===== src/rtl/sfrb_pkg.sv =====
package sfrb_pkg;

  localparam int ADDR_W = 32;
  localparam int DATA_W = 32;
  localparam int NBYTES = DATA_W / 8;
  localparam int LANE_W = $clog2(NBYTES);

  typedef enum logic [1:0] {
    SZ_BYTE = 2'd0,
    SZ_HALF = 2'd1,
    SZ_WORD = 2'd2,
    SZ_RSVD = 2'd3
  } xfer_size_e;

  // first byte lane touched by a transfer of this size at this address
  function automatic logic [LANE_W-1:0] lane_base(xfer_size_e sz, logic [LANE_W-1:0] lo);
    case (sz)
      SZ_BYTE: return lo;
      SZ_HALF: return {lo[LANE_W-1:1], 1'b0};
      default: return '0;
    endcase
  endfunction

  // byte-enable pattern before shifting to the lane base
  function automatic logic [NBYTES-1:0] size_mask(xfer_size_e sz);
    case (sz)
      SZ_BYTE: return NBYTES'(1);
      SZ_HALF: return NBYTES'(3);
      default: return '1;
    endcase
  endfunction

  function automatic logic [NBYTES-1:0] strobe_for(xfer_size_e sz, logic [LANE_W-1:0] lo);
    return size_mask(sz) << lane_base(sz, lo);
  endfunction

  function automatic logic [DATA_W-1:0] byte_expand(logic [NBYTES-1:0] m);
    logic [DATA_W-1:0] r;
    for (int i = 0; i < NBYTES; i++) r[8*i +: 8] = {8{m[i]}};
    return r;
  endfunction

  function automatic logic [DATA_W-1:0] place_wdata(xfer_size_e sz, logic [LANE_W-1:0] lo,
                                                    logic [DATA_W-1:0] d);
    return d << {lane_base(sz, lo), 3'b000};
  endfunction

  function automatic logic [DATA_W-1:0] extract_rdata(xfer_size_e sz, logic [LANE_W-1:0] lo,
                                                      logic [DATA_W-1:0] d);
    return (d >> {lane_base(sz, lo), 3'b000}) & byte_expand(size_mask(sz));
  endfunction

endpackage


===== src/rtl/sfrb_regs.sv =====
module sfrb_regs
  import sfrb_pkg::*;
#(
  parameter int SEL_W = 4
) (
  input  logic               clk,
  input  logic               rst_n,
  input  logic [SEL_W-1:0]   sfr_sel,
  input  logic               sfr_we,
  input  logic [7:0]         sfr_wdata,
  input  logic               busy,
  input  logic [DATA_W-1:0]  rd_word,
  output logic [ADDR_W-1:0]  addr_q,
  output logic [DATA_W-1:0]  wdata_q,
  output xfer_size_e         size_q,
  output logic               write_q,
  output logic               start_evt,
  output logic [7:0]         sfr_rdata
);

  localparam int ABYTES     = ADDR_W / 8;
  localparam int SEL_CTRL   = 0;
  localparam int SEL_ADDR0  = 1;
  localparam int SEL_WDATA0 = SEL_ADDR0 + ABYTES;
  localparam int SEL_RDATA0 = SEL_WDATA0 + NBYTES;

  // accepted register write: anything arriving while busy is dropped
  logic wr_ok;
  logic ctrl_hit;
  assign wr_ok     = sfr_we && !busy;
  assign ctrl_hit  = wr_ok && (sfr_sel == SEL_W'(SEL_CTRL));
  assign start_evt = ctrl_hit && sfr_wdata[0];

  always_ff @(posedge clk or negedge rst_n) begin
    if (!rst_n) begin
      size_q  <= SZ_BYTE;
      write_q <= 1'b0;
    end else if (ctrl_hit) begin
      size_q  <= xfer_size_e'(sfr_wdata[3:2]);
      write_q <= sfr_wdata[1];
    end
  end

  always_ff @(posedge clk or negedge rst_n) begin
    if (!rst_n) begin
      addr_q  <= '0;
      wdata_q <= '0;
    end else if (wr_ok) begin
      for (int i = 0; i < ABYTES; i++)
        if (sfr_sel == SEL_W'(SEL_ADDR0 + i)) addr_q[8*i +: 8] <= sfr_wdata;
      for (int i = 0; i < NBYTES; i++)
        if (sfr_sel == SEL_W'(SEL_WDATA0 + i)) wdata_q[8*i +: 8] <= sfr_wdata;
    end
  end

  always_comb begin
    sfr_rdata = '0;
    if (sfr_sel == SEL_W'(SEL_CTRL)) sfr_rdata = {4'b0000, size_q, write_q, busy};
    for (int i = 0; i < ABYTES; i++)
      if (sfr_sel == SEL_W'(SEL_ADDR0 + i)) sfr_rdata = addr_q[8*i +: 8];
    for (int i = 0; i < NBYTES; i++) begin
      if (sfr_sel == SEL_W'(SEL_WDATA0 + i)) sfr_rdata = wdata_q[8*i +: 8];
      if (sfr_sel == SEL_W'(SEL_RDATA0 + i)) sfr_rdata = rd_word[8*i +: 8];
    end
  end


  busy_write_ignored_chk: assert property (@(posedge clk) disable iff (!rst_n)
    busy && sfr_we |=> $stable(addr_q) && $stable(wdata_q) && $stable(size_q) && $stable(write_q));


  no_start_when_busy_chk: assert property (@(posedge clk) disable iff (!rst_n)
    busy |-> !start_evt);

endmodule


===== src/rtl/sfrb_master.sv =====
module sfrb_master
  import sfrb_pkg::*;
(
  input  logic               clk,
  input  logic               rst_n,
  input  logic               start_evt,
  input  logic [ADDR_W-1:0]  addr_q,
  input  logic [DATA_W-1:0]  wdata_q,
  input  xfer_size_e         size_q,
  input  logic               write_q,
  input  logic               bus_ready,
  input  logic [DATA_W-1:0]  bus_rdata,
  output logic               busy,
  output logic               bus_valid,
  output logic               bus_write,
  output logic [ADDR_W-1:0]  bus_addr,
  output logic [DATA_W-1:0]  bus_wdata,
  output logic [NBYTES-1:0]  bus_strb,
  output logic [DATA_W-1:0]  rd_word
);

  typedef enum logic {ST_IDLE = 1'b0, ST_REQ = 1'b1} mstate_e;
  mstate_e state_q;

  logic done_evt;
  logic rd_done_evt;
  assign bus_valid   = (state_q == ST_REQ);
  assign busy        = bus_valid;
  assign done_evt    = bus_valid && bus_ready;
  assign rd_done_evt = done_evt && !write_q;

  always_ff @(posedge clk or negedge rst_n) begin
    if (!rst_n)                  state_q <= ST_IDLE;
    else if (state_q == ST_IDLE) state_q <= start_evt ? ST_REQ : ST_IDLE;
    else if (bus_ready)          state_q <= ST_IDLE;
  end

  // the request is taken straight from the registers, which cannot change while busy
  assign bus_addr  = addr_q;
  assign bus_write = write_q;
  assign bus_strb  = strobe_for(size_q, addr_q[LANE_W-1:0]);
  assign bus_wdata = place_wdata(size_q, addr_q[LANE_W-1:0], wdata_q);

  always_ff @(posedge clk or negedge rst_n) begin
    if (!rst_n)           rd_word <= '0;
    else if (rd_done_evt) rd_word <= extract_rdata(size_q, addr_q[LANE_W-1:0], bus_rdata);
  end


  start_raises_valid_chk: assert property (@(posedge clk) disable iff (!rst_n)
    start_evt |=> bus_valid);


  request_held_chk: assert property (@(posedge clk) disable iff (!rst_n)
    bus_valid && !bus_ready |=> bus_valid && $stable(bus_addr) && $stable(bus_wdata)
                                && $stable(bus_strb) && $stable(bus_write));


  idle_after_handshake_chk: assert property (@(posedge clk) disable iff (!rst_n)
    done_evt |=> !bus_valid);


  byte_single_lane_chk: assert property (@(posedge clk) disable iff (!rst_n)
    bus_valid && size_q == SZ_BYTE |-> $countones(bus_strb) == 1);


  read_capture_chk: assert property (@(posedge clk) disable iff (!rst_n)
    rd_done_evt |=> rd_word == extract_rdata($past(size_q), $past(addr_q[LANE_W-1:0]),
                                             $past(bus_rdata)));

endmodule


===== src/rtl/sfr_bus_bridge.sv =====
module sfr_bus_bridge
  import sfrb_pkg::*;
#(
  parameter int SEL_W = 4
) (
  input  logic              clk,
  input  logic              rst_n,
  input  logic [SEL_W-1:0]  sfr_sel,
  input  logic              sfr_we,
  input  logic [7:0]        sfr_wdata,
  output logic [7:0]        sfr_rdata,
  output logic              bus_valid,
  output logic              bus_write,
  output logic [31:0]       bus_addr,
  output logic [31:0]       bus_wdata,
  output logic [3:0]        bus_strb,
  input  logic              bus_ready,
  input  logic [31:0]       bus_rdata
);

  logic [ADDR_W-1:0] addr_q;
  logic [DATA_W-1:0] wdata_q;
  logic [DATA_W-1:0] rd_word;
  xfer_size_e        size_q;
  logic              write_q;
  logic              start_evt;
  logic              busy;

  sfrb_regs #(.SEL_W(SEL_W)) u_regs (
    .clk       (clk),
    .rst_n     (rst_n),
    .sfr_sel   (sfr_sel),
    .sfr_we    (sfr_we),
    .sfr_wdata (sfr_wdata),
    .busy      (busy),
    .rd_word   (rd_word),
    .addr_q    (addr_q),
    .wdata_q   (wdata_q),
    .size_q    (size_q),
    .write_q   (write_q),
    .start_evt (start_evt),
    .sfr_rdata (sfr_rdata)
  );

  sfrb_master u_master (
    .clk       (clk),
    .rst_n     (rst_n),
    .start_evt (start_evt),
    .addr_q    (addr_q),
    .wdata_q   (wdata_q),
    .size_q    (size_q),
    .write_q   (write_q),
    .bus_ready (bus_ready),
    .bus_rdata (bus_rdata),
    .busy      (busy),
    .bus_valid (bus_valid),
    .bus_write (bus_write),
    .bus_addr  (bus_addr),
    .bus_wdata (bus_wdata),
    .bus_strb  (bus_strb),
    .rd_word   (rd_word)
  );


  go_bit_tracks_request_chk: assert property (@(posedge clk) disable iff (!rst_n)
    start_evt |=> (sfr_sel != '0) || sfr_rdata[0]);

endmodule


===== config.mk =====
export PLATFORM = sky130hd
export DESIGN_NAME = sfr_bus_bridge
export DESIGN_NICKNAME = d
export VERILOG_FILES = /design/src/rtl/sfrb_pkg.sv /design/src/rtl/sfrb_regs.sv /design/src/rtl/sfrb_master.sv /design/src/rtl/sfr_bus_bridge.sv
export SDC_FILE = /design/constraint.sdc
export NUM_CORES = 1
export LEC_CHECK = 0
export ABC_AREA = 1
export BUFFER_PORTS_ARGS = -buffer_cell sky130_fd_sc_hd__clkbuf_2
export CORE_AREA = 5 5 156 158
export DETAILED_ROUTE_END_ITERATION = 10
export DIE_AREA = 0 0 161 163
export HOLD_SLACK_MARGIN = 0.06
export PLACE_DENSITY_LB_ADDON = 0.08
export SETUP_SLACK_MARGIN = 0.4
export SLEW_MARGIN = 30
export SYNTH_ARGS = -nofsm -noshare
export SYNTH_HDL_FRONTEND = slang
export SYNTH_SLANG_ARGS = --single-unit

===== constraint.sdc =====
create_clock -name clk -period 1.65 [get_ports clk]
set_input_delay 0.165 -clock clk [delete_from_list [all_inputs] [get_ports clk]]
set_output_delay 0.165 -clock clk [all_outputs]
set_load 0.02 [all_outputs]

## After elaboration in Yosys (flattened, before gate mapping)

Cells that the tools add are included.
Widths: inputs -> output; s select.

| word-level totals | value |
|---|---|
| register bits | 100 |
| logic and storage cells | 66 |

| cells by class | value |
|---|---|
| eq/ne operators | 13 |
| reduce and logical (&&, ||, !) cells | 17 |
| bitwise operators | 1 |
| mux-type cells | 20 |
| shifts and indexed selects | 3 |

Operators with widths:

| cell | number |
|---|---|
| $mux 8 | 12 |
| $and 32x32->32 | 1 |
| $shl 32x5->32 | 1 |
| $shr 32x5->32 | 1 |
| $eq 4x4->1 const B | 5 |
| $eq 4x3->1 const B | 4 |
| $reduce_and 2->1 | 8 |
| $eq 4x2->1 const B | 2 |
| $mux 4 | 2 |
| $pmux 4 s2 | 1 |
| $logic_and 1x1->1 | 5 |
| $eq 4x1->1 const B | 1 |
| $logic_not 4->1 | 1 |
| $pmux 2 s2 | 1 |
| $shl 4x2->4 | 1 |
| $mux 1 | 3 |
| $eq 2x1->1 const B | 1 |
| $logic_not 1->1 | 2 |
| $logic_not 2->1 | 1 |
| $mux 2 | 1 |

## Depth between registers and ports, before layout

| depth | value |
|---|---|
| depth in word-level cells | 14 |
| gate-level depth with buffers | 11 |

## Modules after synthesis

From an unflattened synthesis, not the netlist that was laid out.

| unflattened totals | value |
|---|---|
| cell total of the unflattened synthesis | 868 |
| area total of the unflattened synthesis | 6,032.0 µm² |

By module, submodules not included:

| module | cells each | seq. area each (µm²) | area an instance (µm²) | instances |
|---|---|---|---|---|
| sfrb_regs | 446 | 1,676.6 | 3,349.5 | 1 |
| sfrb_master | 422 | 825.8 | 2,682.6 | 1 |

## Worst setup path after synthesis

No wires, ideal clock.

| timing | value |
|---|---|
| kind | register to output |
| from | reg u_regs.addr_q[1] |
| to | out bus_wdata[16] |
| stages on the path, launching flop included | 6 |
| path buffers | 1 |
| arrival | 1.561 ns |
| path slack | -0.076 ns |
| path through | dfrtp_1 -> inv_1 -> nor2_2 -> buf_2 -> nand2_1 -> o22ai_1 |

| on the way | value |
|---|---|
| word-level cells in the longest chain between the ends | 2 |

Ends and longest elaborated chain:

| item | RTL line | RTL |
|---|---|---|
| from (decl) | sfrb_regs.sv:13 | `output logic [ADDR_W-1:0] addr_q,` |
| from (signal, indexed assignment) | sfrb_regs.sv:50 | `if (sfr_sel == SEL_W'(SEL_ADDR0 + i)) addr_q[8*i +: 8] <= sfr_wdata;` |
| $pmux 2 s2 | sfrb_pkg.sv:17 | `case (sz)` |
| $shl 32x5->32 | sfrb_pkg.sv:45 | `return d << {lane_base(sz, lo), 3'b000};` |
| to (decl) | sfr_bus_bridge.sv:15 | `output logic [31:0] bus_wdata,` |

Every way passes these cells.

## Worst setup path after layout

| timing | value |
|---|---|
| from | reg u_regs.size_q[0] |
| to | out bus_wdata[22] |

| on the way | value |
|---|---|
| word-level cells in the longest chain between the ends | 3 |
| elaborated cells on any way between the ends | 4 |

Ends and longest elaborated chain:

| item | RTL line | RTL |
|---|---|---|
| from (decl) | sfrb_regs.sv:15 | `output xfer_size_e size_q,` |
| from (signal assigned) | sfrb_regs.sv:39 | `size_q <= xfer_size_e'(sfr_wdata[3:2]);` |
| $eq 2x1->1 or $logic_not 2->1 (tied branches) | sfrb_pkg.sv:17 |  |
| $pmux 2 s2 (*) | sfrb_pkg.sv:17 |  |
| $shl 32x5->32 (*) | sfrb_pkg.sv:45 |  |

Every way passes the cells marked *; elsewhere a longest branch is shown, timed or not.

==> qor.yml <==
status: "complete, but fails checks"
violations: "setup timing"
first_pass_iters: 5
grt_max_degree: 39
finalWorstSetupSlack_ps: -385
placed_cells_incl_taps: 1200
grt_overflow: 0
period_share: 1.23
synth.area.top_cells: "dfrtp_1, nand2_1, o21ai_0"
vias: 6035
area_delta_synth_final_pct: 71.6
cts-root-buf: "clkbuf_16"
max_slew_margin: 0.562
total_power_mw: 11.7
synth-xor-area-share: 0
synthMuxAreaShare: 0.0142
dp_hpwl_microns: 17900
synthTopCellsByCount: "nand2_1, dfrtp_1, o21ai_0"
worstSetupPathType: "register to output port"
coreArea_sq_um: 23000
diodes: 0
drtAntennaViolNets: 0
grt_first_pass_wirelength_microns: 38800
synth_adder_area_share: 0
power_leakage_nw: 4.42
whs_ps: 99.1
drt-total-wl_microns: 25200
cap_viol_max_count: 0
synth.net_count: 793
pre_cts_ws_ps: -191
start_util: 0.245
hold_path_class: "input pin to register"
synth_top_family_by_area: "simple AND/OR/NAND/NOR gates"
ys_types: 30
drt_iter0_drc: 331
worstSetupStartpointType: "register"
synth-simple-area-share: 0.291
finalSetupViolations: 67
synth_cells: 745
ys_ff_latch: 100
synth_edf_count: 0
die_h_microns: 163
worstHoldStart: "bus_rdata[24]"
yosysWarnings: 0
numClockSinks: 100
ir_drop_v: 0.000576
ys_seq_area_frac: 0.445
drc: 0
dieArea_sq_um: 26200
required_ps: 1480
rows: 56
startpoint: "u_regs.size_q[0]$_DFFE_PN0P_"
syn_area_sq_um: 5620
cp-end-kind: "output port"
crit_arrival_ps: 1870
min_period_ps: 2040
synth_compound_area_frac: 0.170
powerDensity_nw_per_um2: 1220
die_x_microns: 161
clkTransAtPathRegs_ps: 70
via_per_inst: 4.73
antenna_found_initial: 0
rsz0062_at_grt: "yes"
synthMostInstantiatedCell: "nand2_1"
drive_above_1_share: 0.529
synth_top_area_frac: 0.445
port_buffers: 125
final.setup.tns_ps: -15880
ios: 126
cts_buffer_depth: 2
synth_largest_area_cell: "dfrtp_1"
hold_viol: 0
cts_buffers: 9
finalMaxSlewViolations: 0
grt_pass1_vias: 6266
nets: 1028
grt_usage: 0.194
wl_per_cell_microns: 19.8
worstPathMaxFanout: 11
skew_ps: 10.7
clock_latency_ps: 360
max_freq_mhz: 491
instances_no_fill: 1275
postSynthAreaPerCell_sq_um: 7.54
htreeDepth: 3
gp_congestion: 0.822
ys.flop_type: "dfrtp_1"
cts_tree: "done"
reg2reg_from: "u_regs.size_q[0]$_DFFE_PN0P_"
worst_slew_pin_slew_ps: 657
ys_async_sr_fraction: 1.00
path summary, 6_finish.rpt:
kind                                                         end  slack (ps)  cells past startpoint
worst max-delay path                               bus_wdata[22]        -390                      8
worst min-delay path            u_master.rd_word[24]$_DFFE_PN0P_         100                      3
worst max register to register   u_master.rd_word[9]$_DFFE_PN0P_        -230                     11
worst min register to register     u_regs.wdata_q[3]$_DFFE_PN0P_         490                      2
max in group asynchronous       u_master.rd_word[19]$_DFFE_PN0P_         930                      3
min in group asynchronous        u_master.rd_word[2]$_DFFE_PN0P_         160                      2
worst max-delay path, cell delays in order (launching register included):
cell       delay, ps
dfrtp_1          400
buf_4            150
nor2_4           100
nand2_4          120
bufbuf_16        320
nand2_1           70
o21ai_2           60
o22ai_4          100
clkbuf_8         170
state kept, by name, summed over array words and instances (netlist names):
signal              cells
u_master.rd_word       32
u_regs.addr_q          32
u_regs.wdata_q         32
u_regs.size_q           2
u_master.bus_valid      1
u_regs.write_q          1
placed cells by master, fill, tap and decap left out, drive strengths merged:
cell,instances
nor3,1
o21ai,121
o211ai,11
nand4,16
bufbuf,1
nand2,261
a21oi,8
bufinv,1
dfrtp,100
buf,141
clkinv,5
mux2i,8
a22oi,1
dlygate4sd3,2
nor2,56
clkinvlp,2
clkbuf,111
o22ai,17
inv,75
o22a,1
nand3,37
or2,2
a32o,4
nand3b,3
metrics by stage:
step | util | area [sq um]
after global placement | 0.324 | 7450
after global routing | 0.420 | 9640
after CTS | 0.392 | 9000
after detailed placement | 0.324 | 7450
after floorplan | - | 6120
final | 0.420 | 9640
where the power goes:
group | leakage (nW) | switching, mW | internal (mW)
sequential | 1.27 | 0.537 | 2.98
combinational | 3.00 | 3.22 | 2.79
clock | 0.142 | 1.03 | 1.18
kinds of logic after synthesis:
group,Yosys count
AND/OR/NAND/NOR,367
buffers and inverters,107
flip-flops,100
AO/OA/AOI/OAI,163
multiplexers,8
timing repair:
action	CTS	global route
cloned	16	1
endpoints found under the setup margin	137	151
gates resized for setup	207	150
hold buffers	2	0
endpoints found under the hold margin	101	0
pin swaps	32	41
setup buffers	19	21
routing by layer:
layer / track usage / vias to the layer above / wire, microns
met5: 0 / - / 0
met2: 0.321 / 137 / 12400
met1: 0.262 / 2929 / 11400
met4: 0.0430 / 0 / 353
met3: 0.0392 / 22 / 1050
li1: - / 2947 / -
layout make-up:
| cell class | count | area (sq um) |
|---|---|---|
| Clock inverter | 6 | 65.1 |
| Multi-Input combinational cell | 547 | 3900 |
| Inverter | 77 | 330 |
| Tap cell | 290 | 363 |
| Timing Repair Buffer | 245 | 2240 |
| Clock buffer | 10 | 229 |
| Sequential cell | 100 | 2510 |
| Fill cell | 2323 | 13300 |
Power figures use the tool's default switching activity.
